<file path="src/rtl/ifc_pkg.sv">
package ifc_pkg;
  typedef enum logic [1:0] {
    EV_NONE = 2'd0,
    EV_LINE = 2'd1,
    EV_IPI  = 2'd2
  } ev_kind_e;

  // address regions (word address bits [7:6])
  localparam logic [1:0] RG_CPU  = 2'd0;
  localparam logic [1:0] RG_LINE = 2'd1;
  localparam logic [1:0] RG_AFF  = 2'd2;

  // per-CPU window offsets
  localparam logic [2:0] PC_EVENT = 3'd0;
  localparam logic [2:0] PC_SEND  = 3'd1;
  localparam logic [2:0] PC_MSET  = 3'd2;
  localparam logic [2:0] PC_MCLR  = 3'd3;
  localparam logic [2:0] PC_STAT  = 3'd4;

  // line-group offsets
  localparam logic [2:0] LG_MSET = 3'd0;
  localparam logic [2:0] LG_MCLR = 3'd1;
  localparam logic [2:0] LG_SSET = 3'd2;
  localparam logic [2:0] LG_SCLR = 3'd3;
  localparam logic [2:0] LG_MASK = 3'd4;
  localparam logic [2:0] LG_SW   = 3'd5;
  localparam logic [2:0] LG_HW   = 3'd6;

  localparam int KIND_LSB = 16;
endpackage

</file>
<file path="src/rtl/ifc_prio_pick.sv">
module ifc_prio_pick #(
  parameter int N = 32,
  localparam int IW = (N > 1) ? $clog2(N) : 1
) (
  input  logic [N-1:0]  req,
  output logic          found,
  output logic [IW-1:0] idx
);
  logic [N-1:0] lowest;

  // isolate the lowest set bit: it is the winner
  assign lowest = req & (~req + N'(1));
  assign found  = |req;

  always_comb begin
    idx = '0;
    for (int i = 0; i < N; i++) begin
      if (lowest[i]) idx = idx | IW'(i);
    end
  end
endmodule

</file>
<file path="src/rtl/ifc_line_regs.sv">
module ifc_line_regs #(
  parameter int NLINES = 32,
  parameter int NCPU   = 4,
  parameter int DW     = 32,
  localparam int LW    = (NLINES > 1) ? $clog2(NLINES) : 1
) (
  input  logic                          clk,
  input  logic                          rst_n,
  input  logic                          wr_mset,
  input  logic                          wr_mclr,
  input  logic                          wr_sset,
  input  logic                          wr_sclr,
  input  logic                          wr_aff,
  input  logic [LW-1:0]                 aff_idx,
  input  logic [DW-1:0]                 wdata,
  input  logic [NLINES-1:0]             ack_mask,
  output logic [NLINES-1:0]             mask_q,
  output logic [NLINES-1:0]             sw_q,
  output logic [NLINES-1:0][NCPU-1:0]   aff_row,
  output logic [NCPU-1:0][NLINES-1:0]   aff_col
);
  logic [NLINES-1:0] wbits;
  assign wbits = wdata[NLINES-1:0];

  always_ff @(posedge clk or negedge rst_n) begin
    if (!rst_n) begin
      mask_q <= '1;
      sw_q   <= '0;
    end else begin
      mask_q <= (mask_q | (wr_mset ? wbits : '0) | ack_mask)
                & ~(wr_mclr ? wbits : '0);
      sw_q   <= (sw_q | (wr_sset ? wbits : '0)) & ~(wr_sclr ? wbits : '0);
    end
  end

  for (genvar n = 0; n < NLINES; n++) begin : g_line
    always_ff @(posedge clk or negedge rst_n) begin
      if (!rst_n)
        aff_row[n] <= '0;
      else if (wr_aff && aff_idx == LW'(n))
        aff_row[n] <= wdata[NCPU-1:0];
    end
    for (genvar c = 0; c < NCPU; c++) begin : g_cpu
      assign aff_col[c][n] = aff_row[n][c];
    end
  end
endmodule

</file>
<file path="src/rtl/ifc_cpu_port.sv">
module ifc_cpu_port
  import ifc_pkg::*;
#(
  parameter int NLINES = 32,
  parameter int DW     = 32,
  localparam int LW    = (NLINES > 1) ? $clog2(NLINES) : 1
) (
  input  logic              clk,
  input  logic              rst_n,
  input  logic [NLINES-1:0] line_req,
  input  logic [NLINES-1:0] aff_col,
  input  logic [1:0]        ipi_raise,
  input  logic [1:0]        ipi_mset,
  input  logic [1:0]        ipi_mclr,
  input  logic              ack,
  output logic              irq,
  output logic [DW-1:0]     ev_word,
  output logic [NLINES-1:0] ack_line,
  output logic [1:0]        ipi_pend,
  output logic [1:0]        ipi_mask
);
  logic [NLINES-1:0] elig;
  logic [1:0]        ipi_live;
  logic              line_found;
  logic [LW-1:0]     line_idx;
  ev_kind_e          kind;
  logic [1:0]        ipi_take;

  assign elig     = line_req & aff_col;
  assign ipi_live = ipi_pend & ~ipi_mask;

  ifc_prio_pick #(.N(NLINES)) u_pick (
    .req   (elig),
    .found (line_found),
    .idx   (line_idx)
  );

  always_comb begin
    ev_word  = '0;
    ipi_take = 2'b00;
    kind     = EV_NONE;
    if (ipi_live[0]) begin
      kind        = EV_IPI;
      ipi_take[0] = 1'b1;
    end else if (ipi_live[1]) begin
      kind        = EV_IPI;
      ipi_take[1] = 1'b1;
      ev_word[0]  = 1'b1;
    end else if (line_found) begin
      kind             = EV_LINE;
      ev_word[LW-1:0]  = line_idx;
    end
    ev_word[KIND_LSB+1:KIND_LSB] = kind;
  end

  always_comb begin
    ack_line = '0;
    if (ack && kind == EV_LINE) ack_line[line_idx] = 1'b1;
  end

  always_ff @(posedge clk or negedge rst_n) begin
    if (!rst_n) begin
      ipi_pend <= 2'b00;
      ipi_mask <= 2'b11;
    end else begin
      ipi_pend <= (ipi_pend & ~(ack ? ipi_take : 2'b00)) | ipi_raise;
      ipi_mask <= (ipi_mask | ipi_mset | (ack ? ipi_take : 2'b00)) & ~ipi_mclr;
    end
  end

  assign irq = (|ipi_live) | line_found;
endmodule

</file>
<file path="src/rtl/irq_fanout_ctrl.sv">
module irq_fanout_ctrl
  import ifc_pkg::*;
#(
  parameter int NLINES = 32,
  parameter int NCPU   = 4,
  parameter int AW     = 8,
  parameter int DW     = 32,
  localparam int CW    = (NCPU > 1) ? $clog2(NCPU) : 1,
  localparam int LW    = (NLINES > 1) ? $clog2(NLINES) : 1
) (
  input  logic              clk,
  input  logic              rst_n,
  input  logic [NLINES-1:0] hw_irq,
  input  logic              bus_req,
  input  logic              bus_we,
  input  logic [AW-1:0]     bus_addr,
  input  logic [CW-1:0]     bus_cpu,
  input  logic [DW-1:0]     bus_wdata,
  output logic [DW-1:0]     bus_rdata,
  output logic              bus_rvalid,
  output logic [NCPU-1:0]   irq_out
);
  logic [1:0] region;
  logic [2:0] win, off, tgt;
  logic       win_ok, acc_rd, acc_wr, in_cpu, in_line, aff_hit;

  logic [NLINES-1:0]             line_mask, line_sw, line_req, ack_any;
  logic [NLINES-1:0][NCPU-1:0]   aff_row;
  logic [NCPU-1:0][NLINES-1:0]   aff_col, ack_line;
  logic [NCPU-1:0][DW-1:0]       ev_word;
  logic [NCPU-1:0][1:0]          ipi_pend, ipi_mask_all;
  logic [DW-1:0]                 rd_mux;

  assign region  = bus_addr[7:6];
  assign win     = bus_addr[5:3];
  assign off     = bus_addr[2:0];
  assign acc_rd  = bus_req & ~bus_we;
  assign acc_wr  = bus_req & bus_we;

  always_comb begin
    if (win == 3'd0) begin
      tgt    = 3'(bus_cpu);
      win_ok = (int'(bus_cpu) < NCPU);
    end else begin
      tgt    = win - 3'd1;
      win_ok = (int'(win) <= NCPU);
    end
  end

  assign in_cpu  = (region == RG_CPU) && win_ok;
  assign in_line = (region == RG_LINE);
  assign aff_hit = (region == RG_AFF) && (int'(bus_addr[5:0]) < NLINES);

  always_comb begin
    ack_any = '0;
    for (int c = 0; c < NCPU; c++) ack_any = ack_any | ack_line[c];
  end

  ifc_line_regs #(.NLINES(NLINES), .NCPU(NCPU), .DW(DW)) u_lines (
    .clk      (clk),
    .rst_n    (rst_n),
    .wr_mset  (acc_wr && in_line && off == LG_MSET),
    .wr_mclr  (acc_wr && in_line && off == LG_MCLR),
    .wr_sset  (acc_wr && in_line && off == LG_SSET),
    .wr_sclr  (acc_wr && in_line && off == LG_SCLR),
    .wr_aff   (acc_wr && aff_hit),
    .aff_idx  (bus_addr[LW-1:0]),
    .wdata    (bus_wdata),
    .ack_mask (ack_any),
    .mask_q   (line_mask),
    .sw_q     (line_sw),
    .aff_row  (aff_row),
    .aff_col  (aff_col)
  );

  assign line_req = (hw_irq | line_sw) & ~line_mask;

  for (genvar c = 0; c < NCPU; c++) begin : g_cpu
    logic sel;
    assign sel = in_cpu && (tgt == 3'(c));

    ifc_cpu_port #(.NLINES(NLINES), .DW(DW)) u_port (
      .clk       (clk),
      .rst_n     (rst_n),
      .line_req  (line_req),
      .aff_col   (aff_col[c]),
      .ipi_raise ((acc_wr && in_cpu && off == PC_SEND) ?
                  {bus_wdata[8+c], bus_wdata[c]} : 2'b00),
      .ipi_mset  ((acc_wr && sel && off == PC_MSET) ? bus_wdata[1:0] : 2'b00),
      .ipi_mclr  ((acc_wr && sel && off == PC_MCLR) ? bus_wdata[1:0] : 2'b00),
      .ack       (acc_rd && sel && off == PC_EVENT),
      .irq       (irq_out[c]),
      .ev_word   (ev_word[c]),
      .ack_line  (ack_line[c]),
      .ipi_pend  (ipi_pend[c]),
      .ipi_mask  (ipi_mask_all[c])
    );
  end

  always_comb begin
    rd_mux = '0;
    if (in_cpu) begin
      for (int c = 0; c < NCPU; c++) begin
        if (tgt == 3'(c)) begin
          if (off == PC_EVENT) rd_mux = ev_word[c];
          if (off == PC_STAT) begin
            rd_mux[1:0] = ipi_pend[c];
            rd_mux[9:8] = ipi_mask_all[c];
          end
        end
      end
    end else if (in_line) begin
      case (off)
        LG_MASK: rd_mux[NLINES-1:0] = line_mask;
        LG_SW:   rd_mux[NLINES-1:0] = line_sw;
        LG_HW:   rd_mux[NLINES-1:0] = hw_irq;
        default: rd_mux = '0;
      endcase
    end else if (aff_hit) begin
      rd_mux[NCPU-1:0] = aff_row[bus_addr[LW-1:0]];
    end
  end

  always_ff @(posedge clk or negedge rst_n) begin
    if (!rst_n) begin
      bus_rvalid <= 1'b0;
      bus_rdata  <= '0;
    end else begin
      bus_rvalid <= acc_rd;
      if (acc_rd) bus_rdata <= rd_mux;
    end
  end
endmodule

</file>
<file path="config.mk">
export PLATFORM = sky130hd
export DESIGN_NAME = irq_fanout_ctrl
export DESIGN_NICKNAME = d
export VERILOG_FILES = /design/src/rtl/ifc_pkg.sv /design/src/rtl/ifc_prio_pick.sv /design/src/rtl/ifc_line_regs.sv /design/src/rtl/ifc_cpu_port.sv /design/src/rtl/irq_fanout_ctrl.sv
export SDC_FILE = /design/constraint.sdc
export NUM_CORES = 1
export LEC_CHECK = 0
export BUFFER_PORTS_ARGS = -buffer_cell sky130_fd_sc_hd__buf_4
export CORE_MARGIN = 2
export CORE_UTILIZATION = 30
export CTS_BUF_LIST = sky130_fd_sc_hd__clkbuf_4 sky130_fd_sc_hd__clkbuf_8
export DETAILED_ROUTE_END_ITERATION = 12
export PLACE_DENSITY_LB_ADDON = 0.3
export SETUP_SLACK_MARGIN = 0.4
export SLEW_MARGIN = 40
export SYNTH_ARGS = -nofsm -noshare
export SYNTH_HDL_FRONTEND = slang
export SYNTH_SLANG_ARGS = --single-unit
</file>
<file path="constraint.sdc">
create_clock -name clk -period 3.4 [get_ports clk]
set_input_delay 0.34 -clock clk [delete_from_list [all_inputs] [get_ports clk]]
set_output_delay 0.34 -clock clk [all_outputs]
set_load 0.02 [all_outputs]
</file>
## Yosys cells after proc, flatten, opt, wreduce, memory -nomap -nowiden

Cells that the tools add are included.
W data, S select, Z words.

- Bits of input ports: 78
- Logic and storage cells: 548
- Output and inout bits: 37
- Bits in registers: 241

- Equality and inequality tests: 46
- Multiplexer cells: 287
- $add $sub $neg: 5
- Bitwise operators: 68
- Reductions and logical operators: 87
- $lt $le $gt $ge: 11

Operator list:

| operator | number |
|---|---|
| $mux W32 | 30 |
| $mux W5 | 80 |
| $and A32 B32 Y32 | 11 |
| $not A32 Y32 | 7 |
| $or A32 B32 Y32 | 7 |
| $mux W4 | 46 |
| $mux W2 | 68 |
| $add A32 B1 Y32 const B | 4 |
| $reduce_or A32 Y1 | 4 |
| $pmux W32 S3 | 1 |
| $eq A5 B5 Y1 const B | 16 |
| $logic_and A1 B1 Y1 | 74 |
| $mux W28 | 2 |
| $mux W3 | 17 |
| $eq A5 B4 Y1 const B | 8 |
| $mux W1 | 37 |
| $lt A5 B6 Y1 const B | 5 |
| $and A2 B2 Y2 | 12 |
| $not A2 Y2 | 12 |
| $or A2 B2 Y2 | 12 |
| $bmux W4 S5 | 1 |
| $demux W1 S5 | 4 |
| $eq A5 B3 Y1 const B | 4 |
| $ge A5 B1 Y1 const B | 4 |
| other kinds (18) | 38 |

## Depth between registers and ports, before layout

- Depth after elaboration: 76
- Mapped depth: 15
- Mapped depth without buffers: 12

## Cells and area by module

From an unflattened synthesis, not the netlist that was laid out.

- Cells, all modules: 2108
- Area, all modules: 19423.6 um^2

Modules (own cells, without submodules):

| module | times used | cells an instance | area an instance (um^2) | sequential area each (um^2) |
|---|---|---|---|---|
| ifc_line_regs | 1 | 648 | 8329.2 | 4844.6 |
| irq_fanout_ctrl | 1 | 576 | 4992.3 | 825.8 |
| ifc_prio_pick | 4 | 88 | 581.8 | 0.0 |
| ifc_cpu_port (g_cpu[1].u_port ...) | 2 | 133 | 947.2 | 102.6 |
| ifc_cpu_port (g_cpu[0].u_port) | 1 | 133 | 945.9 | 102.6 |
| ifc_cpu_port (g_cpu[3].u_port) | 1 | 133 | 934.6 | 102.6 |

## Worst setup path after synthesis

No wires, ideal clock.

- Path kind: in2reg
- Start: input port bus_addr[3]
- End: register u_lines.mask_q[30]
- Cell stages on the path: 14
- Required time: 3.318 ns
- Path slack: -0.140 ns
- Library setup time: 0.082 ns
- Buffers on the path: 2
- Arrival: 3.458 ns
- Path through: inv_1 -> clkbuf_1 -> ha_1 -> inv_1 -> ha_1 -> or3_1 -> buf_2 -> nor2_2 -> nand2_2 -> nor3_1 -> nand3_1 -> nor3b_1 -> a22oi_1 -> a22oi_1

- Word-level cells in the longest chain between the ends: 13
- Elaborated cells on any way between the ends: 35
- Classes of those cells: add/sub (1); order compare (1); eq/ne (3); mux (6); bitwise (5); reduce/logical (19)

RTL lines:

| what | RTL line | RTL |
|---|---|---|
| start: declaration | irq_fanout_ctrl.sv:16 | `input logic [AW-1:0] bus_addr,` |
| $sub A3 B1 Y3 (tied with other cells) | irq_fanout_ctrl.sv:45 | `tgt = win - 3'd1;` |
| $mux W3 or $mux W1 (tied branches) | irq_fanout_ctrl.sv:41 | `if (win == 3'd0) begin` |
| $eq A3 B1 Y1 (tied with other cells) | irq_fanout_ctrl.sv:80 | `assign sel = in_cpu && (tgt == 3'(c));` |
| $logic_and A1 B1 Y1 | irq_fanout_ctrl.sv:80 |  |
| $logic_and A1 B1 Y1 (2 in a row) | irq_fanout_ctrl.sv:91 | `.ack (acc_rd && sel && off == PC_EVENT),` |
| $logic_and A1 B1 Y1 | ifc_cpu_port.sv:58 | `if (ack && kind == EV_LINE) ack_line[line_idx] = 1'b1;` |
| $mux W32 | ifc_cpu_port.sv:58 |  |
| $or A32 B32 Y32 (2 in a row) | irq_fanout_ctrl.sv:56 | `for (int c = 0; c < NCPU; c++) ack_any = ack_any \| ack_line[c];` |
| $or A32 B32 Y32 (*) | irq_fanout_ctrl.sv:56 |  |
| $or A32 B32 Y32 (*) | ifc_line_regs.sv:30 | `mask_q <= (mask_q \| (wr_mset ? wbits : '0) \| ack_mask)` |
| $and A32 B32 Y32 (*) | ifc_line_regs.sv:31 | `& ~(wr_mclr ? wbits : '0);` |
| end signal: assignment | ifc_line_regs.sv:30 |  |
| end: declaration | ifc_line_regs.sv:17 | `output logic [NLINES-1:0] mask_q,` |

Mark *: on every way between the ends. The rest lies on a longest branch, timed or not.
A chain may end at the register's enable or synchronous reset.

## Final worst setup path

- Start: register u_lines.mask_q[21]
- End: output port irq_out[3]

- Word-level cells in the longest chain between the ends: 5

RTL lines:

| what | RTL line | RTL |
|---|---|---|
| $not A32 Y32 | irq_fanout_ctrl.sv:76 | `assign line_req = (hw_irq \| line_sw) & ~line_mask;` |
| $and A32 B32 Y32 | irq_fanout_ctrl.sv:76 |  |
| $and A32 B32 Y32 | ifc_cpu_port.sv:29 | `assign elig = line_req & aff_col;` |
| $reduce_or A32 Y1 | ifc_prio_pick.sv:13 | `assign found = \|req;` |
| $or A1 B1 Y1 | ifc_cpu_port.sv:71 | `assign irq = (\|ipi_live) \| line_found;` |
| end: declaration | irq_fanout_ctrl.sv:21 | `output logic [NCPU-1:0] irq_out` |

Every way passes these cells.

==> metrics.txt <==
# TYPE chip_impl_metric gauge
chip_impl_metric{name="finalCritPeriodShare",unit="%"} 95.7
chip_impl_metric{name="drc",unit=""} 0
chip_impl_metric{name="finalNetCount",unit=""} 2188
chip_impl_info{name="critical_path.slowest_cell",value="sky130_fd_sc_hd__dfstp_2"} 1
chip_impl_metric{name="ys_ff_latch",unit=""} 241
chip_impl_metric{name="place.port_buffers",unit=""} 114
chip_impl_info{name="maxUsedRoutingLayer",value="met5"} 1
chip_impl_info{name="yosysTopAreaCell",value="sky130_fd_sc_hd__dfrtp_1"} 1
chip_impl_metric{name="hold_viol",unit=""} 0
chip_impl_metric{name="path_depth",unit=""} 10
chip_impl_metric{name="regToRegSetupSlack",unit="ns"} 0.22
chip_impl_metric{name="fin_cells",unit=""} 2833
chip_impl_metric{name="yosys_warnings",unit=""} 0
chip_impl_info{name="criticalPathCategory",value="reg -> out"} 1
chip_impl_metric{name="gr-usage-all-layers",unit="%"} 26.7
chip_impl_info{name="outcome",value="finished, final reports clean"} 1
chip_impl_metric{name="gpl.final_weighted_congestion",unit=""} 1.02
chip_impl_metric{name="num_rows",unit=""} 85
chip_impl_metric{name="grt_start_max_net_pins",unit=""} 56
chip_impl_metric{name="maximum_operating_frequency",unit="MHz"} 307
chip_impl_metric{name="worst_hold_path.num_cells",unit=""} 3
chip_impl_metric{name="met2RoutedLength",unit="mm"} 35.2
chip_impl_metric{name="core_region_area",unit="sq mm"} 0.0539
chip_impl_metric{name="timing_max_transition_violations_final",unit=""} 0
chip_impl_info{name="crit_start",value="u_lines.mask_q[21]$_DFF_PN1_"} 1
chip_impl_metric{name="setup_tns",unit="ns"} 0
chip_impl_metric{name="die_y",unit="um"} 238
chip_impl_metric{name="count_of_mapped_cells_out_of_synthesis",unit=""} 1678
chip_impl_metric{name="critPathBufInv",unit=""} 5
chip_impl_metric{name="synth_nets",unit=""} 1759
chip_impl_metric{name="post-dp-hpwl",unit="mm"} 58.4
chip_impl_metric{name="period_minus_slack",unit="ns"} 3.25
chip_impl_metric{name="cellLeakagePower",unit="nW"} 10.2
chip_impl_info{name="synth_top_flop_cell",value="sky130_fd_sc_hd__dfrtp_1"} 1
chip_impl_metric{name="area.growth.synth_to_final",unit="%"} 41.4
chip_impl_metric{name="tightestPinTransition",unit="ns"} 0.854
chip_impl_info{name="most_used_cells_in_the_layout_excluding_fill_and_tap_cells",value="396 x sky130_fd_sc_hd__buf_4, 210 x sky130_fd_sc_hd__nand2_1, 201 x sky130_fd_sc_hd__dfrtp_1"} 1
chip_impl_metric{name="netlist-cell-type-count",unit=""} 107
chip_impl_info{name="cts_tree",value="built"} 1
chip_impl_metric{name="setup_viol",unit=""} 0
chip_impl_metric{name="detail_route.vias_per_cell",unit=""} 5.96
chip_impl_metric{name="start_util",unit="%"} 30.4
chip_impl_info{name="synth_top_family_by_area",value="compound AO/OA/AOI/OAI gates"} 1
chip_impl_info{name="timing.critical_path.mode_cell",value="sky130_fd_sc_hd__buf_4"} 1
chip_impl_metric{name="synth_async_sr_flop_share",unit="%"} 100
chip_impl_metric{name="post-place-cells",unit=""} 2635
chip_impl_metric{name="critPathRequiredTime",unit="ns"} 3.06
chip_impl_metric{name="power_density",unit="mW/mm^2"} 416
chip_impl_metric{name="drtAntennaViolNets",unit=""} 0
chip_impl_metric{name="yosys.area_share.simple",unit="%"} 18.1
chip_impl_metric{name="synth_compound_gate_area_share",unit="%"} 24.6
chip_impl_metric{name="starting_drc_count_in_detailed_routing",unit=""} 1485
chip_impl_metric{name="cap_viol_max_count",unit=""} 0
chip_impl_info{name="timing.critical_path.max_delay_family",value="buffers and inverters"} 1
chip_impl_metric{name="detail_route.wl_per_cell",unit="um"} 27.3
chip_impl_info{name="rsz0062_at_grt",value="true"} 1
chip_impl_metric{name="yosys.area_share.adder",unit="%"} 0.229
chip_impl_info{name="hold_end",value="bus_rvalid$_DFF_PN0_"} 1
chip_impl_metric{name="number_of_antenna_cells_inserted",unit=""} 0
chip_impl_metric{name="pre_cts_ws",unit="ns"} -0.172
chip_impl_metric{name="fin_ws",unit="ns"} 0.146
chip_impl_metric{name="netlist.area_leader.share",unit="%"} 30.7
chip_impl_metric{name="crit_path_max_incr_delay",unit="ns"} 0.53
chip_impl_metric{name="dr_wl_met3",unit="mm"} 5.62
chip_impl_metric{name="finish.utilization",unit="%"} 43.0
chip_impl_metric{name="clock_latency",unit="ns"} 0.65
chip_impl_info{name="worst_setup_path_start_kind",value="flop"} 1
chip_impl_metric{name="yosys-mux-area-fraction",unit="%"} 16.5
chip_impl_metric{name="yosysSeqAreaShare",unit="%"} 37.1
chip_impl_metric{name="cts_inserted_buffers",unit=""} 45
chip_impl_metric{name="reg2reg_depth",unit=""} 14
chip_impl_info{name="worst_hold_path_type",value="in -> reg"} 1
chip_impl_metric{name="synth_xor_area_share",unit="%"} 0
chip_impl_metric{name="num_io_pins",unit=""} 115
chip_impl_metric{name="cts_max_level",unit=""} 2
chip_impl_metric{name="top_fanout_value_on_the_critical_path",unit=""} 6
chip_impl_info{name="rr_startpoint",value="u_lines.mask_q[17]$_DFF_PN1_"} 1
chip_impl_metric{name="drt-pass1-iter-count",unit=""} 5
chip_impl_metric{name="synthesis.area_per_instance",unit="sq um"} 9.78
chip_impl_metric{name="via_count_of_the_first_global_routing_pass",unit=""} 16700
chip_impl_info{name="r2r-end",value="u_lines.mask_q[27]$_DFF_PN1_"} 1
chip_impl_metric{name="detailroute.via_count",unit=""} 16900
chip_impl_metric{name="vdd_drop_max",unit="uV"} 232
chip_impl_metric{name="slew_headroom",unit="%"} 42.6
chip_impl_metric{name="critical_path_arrival",unit="ns"} 2.91
chip_impl_metric{name="synth_edf_count",unit=""} 0
chip_impl_info{name="worstPathCellList",value="o21ba_4 -> buf_8 -> a22oi_2 -> buf_4 -> nand2_1 -> a21oi_1 -> buf_4 -> nand4_1 -> buf_4 -> buf_6"} 1
chip_impl_metric{name="globalRoute.totalOverflow",unit=""} 0
chip_impl_metric{name="cts.sinks",unit=""} 241
chip_impl_info{name="mostFrequentLayoutCell",value="sky130_fd_sc_hd__buf_4"} 1
chip_impl_metric{name="clk_path_buf_depth",unit=""} 3
chip_impl_metric{name="syn_area",unit="sq mm"} 0.0164
chip_impl_info{name="hold_path.startpoint",value="bus_req"} 1
chip_impl_metric{name="post_route_cells_drive_above_1_share",unit="%"} 47.8
chip_impl_info{name="yosys-top-cells-area",value="sky130_fd_sc_hd__dfrtp_1 31%, sky130_fd_sc_hd__mux2_2 8.6%, sky130_fd_sc_hd__dfstp_2 6.4%, sky130_fd_sc_hd__mux4_2 5.5%, sky130_fd_sc_hd__nand2_1 5.1%"} 1
chip_impl_metric{name="die_w",unit="um"} 238
chip_impl_metric{name="antenna_found_initial",unit=""} 1
chip_impl_metric{name="routedLengthMet1",unit="mm"} 32.6
chip_impl_metric{name="die_area",unit="sq mm"} 0.0566
chip_impl_metric{name="worst_clock_skew",unit="ns"} 0.0501
chip_impl_metric{name="wire_length_of_the_first_global_routing_pass",unit="mm"} 112
chip_impl_metric{name="clock_edge_transition_at_the_registers_on_the_reported_setup_and_hold_paths",unit="ns"} 0.06
chip_impl_info{name="timing.critical_path.to_type",value="output pin"} 1
chip_impl_info{name="cts.root.buffer_cell",value="sky130_fd_sc_hd__clkbuf_8"} 1
chip_impl_metric{name="routed_wirelength",unit="mm"} 77.3
how the worst max path moves through the flow:
stage / to / slack (ns)
after floorplan: u_lines.mask_q[0]$_DFF_PN1_ / 0.40
after global placement: u_lines.mask_q[27]$_DFF_PN1_ / -0.14
after detailed placement: u_lines.mask_q[27]$_DFF_PN1_ / -0.17
after CTS: irq_out[0] / 0.13
after global routing: irq_out[3] / 0.09
final: irq_out[3] / 0.15
worst register-to-register path: cells and delay by family (launching register included):
kind,cells,cell delay (ns)
compound gates,6,1.40
buf+inv,5,0.69
flops,1,0.53
simple gates,3,0.47
per-stage QoR:
step,power (W),cell area [sq um],hold WS [ns]
floorplan,0.00457,16500,0.0444
global placement,0.00584,19700,0.467
detailed placement,0.00587,19700,0.315
CTS,0.00935,22100,0.0936
global route,0.00998,23200,0.125
finish,0.00964,23200,0.122
power by group:
group / internal, W / switching (W) / total (W)
sequential: 0.00308 / 0.000165 / 0.00325
clock: 0.00176 / 0.00134 / 0.00309
combinational: 0.00147 / 0.00184 / 0.00330
total: 0.00630 / 0.00334 / 0.00964
cells by family (layout without fill, tap and decap cells):
| family | after synthesis | after routing |
|---|---|---|
| flip-flops | 241 | 241 |
| adder cells (fa/ha/maj) | 3 | 3 |
| AO/OA/AOI/OAI | 556 | 556 |
| multiplexers | 204 | 204 |
| buffers and inverters | 121 | 580 |
| AND/OR/NAND/NOR | 553 | 553 |
what timing repair did:
action / in CTS / in global routing
hold buffers: 29 / 0
hold endpoints to repair: 102 / 0
pin swaps: 66 / 75
setup buffers: 56 / 34
gates resized for setup: 172 / 145
endpoints found under the setup margin: 42 / 42
cloned: 1 / 1
metal layers:
metal  GRT usage (%)  up-vias
met5               0        -
met4            11.7        2
met3            4.18      169
met2            42.4      827
met1            36.1     8548
li1                -     7335
registers in the layout, summed over array words and instances, names as in the netlist:
| name | cells |
|---|---|
| bus_rvalid | 1 |
| u_lines.mask_q | 32 |
| u_lines.aff_col | 128 |
| g_cpu.u_port.ipi_pend | 8 |
| bus_rdata | 32 |
| g_cpu.u_port.ipi_mask | 8 |
| u_lines.sw_q | 32 |
cell type report:
type	instances	area, sq um
clock buffers	65	813
clock inverters	12	140
fillers	5188	30700
inverters	22	82.6
multi-input cells	1316	11200
flip-flops and latches	241	6080
well taps	696	871
repair buffers	481	4000
synth_stat cells, types with 9 or more instances:
| cell type | n |
|---|---|
| sky130_fd_sc_hd__nand2_1 | 225 |
| sky130_fd_sc_hd__dfrtp_1 | 201 |
| sky130_fd_sc_hd__a21oi_1 | 154 |
| sky130_fd_sc_hd__mux2_2 | 125 |
| sky130_fd_sc_hd__a22oi_1 | 84 |
| sky130_fd_sc_hd__nor2_1 | 69 |
| sky130_fd_sc_hd__o21ai_0 | 67 |
| sky130_fd_sc_hd__nand3_1 | 56 |
| sky130_fd_sc_hd__clkbuf_1 | 47 |
| sky130_fd_sc_hd__dfstp_2 | 40 |
| sky130_fd_sc_hd__mux4_2 | 40 |
| sky130_fd_sc_hd__mux2i_1 | 39 |
| sky130_fd_sc_hd__a22o_1 | 33 |
| sky130_fd_sc_hd__nand4_1 | 29 |
| sky130_fd_sc_hd__buf_2 | 24 |
| sky130_fd_sc_hd__o31ai_1 | 24 |
| sky130_fd_sc_hd__nor3_1 | 23 |
| sky130_fd_sc_hd__and2_1 | 22 |
| sky130_fd_sc_hd__inv_1 | 21 |
| sky130_fd_sc_hd__a32oi_1 | 20 |
| sky130_fd_sc_hd__a22oi_2 | 18 |
| sky130_fd_sc_hd__o21ba_2 | 18 |
| sky130_fd_sc_hd__a211oi_1 | 15 |
| sky130_fd_sc_hd__and3_1 | 15 |
| sky130_fd_sc_hd__nand2b_1 | 14 |
| sky130_fd_sc_hd__buf_4 | 13 |
| sky130_fd_sc_hd__nor4_1 | 13 |
| sky130_fd_sc_hd__nor2b_1 | 12 |
| sky130_fd_sc_hd__o21ba_1 | 12 |
| sky130_fd_sc_hd__a31oi_1 | 11 |
| sky130_fd_sc_hd__o211ai_1 | 11 |
| sky130_fd_sc_hd__a21o_1 | 10 |
| sky130_fd_sc_hd__buf_1 | 9 |
Power figures use the tool's default switching activity.
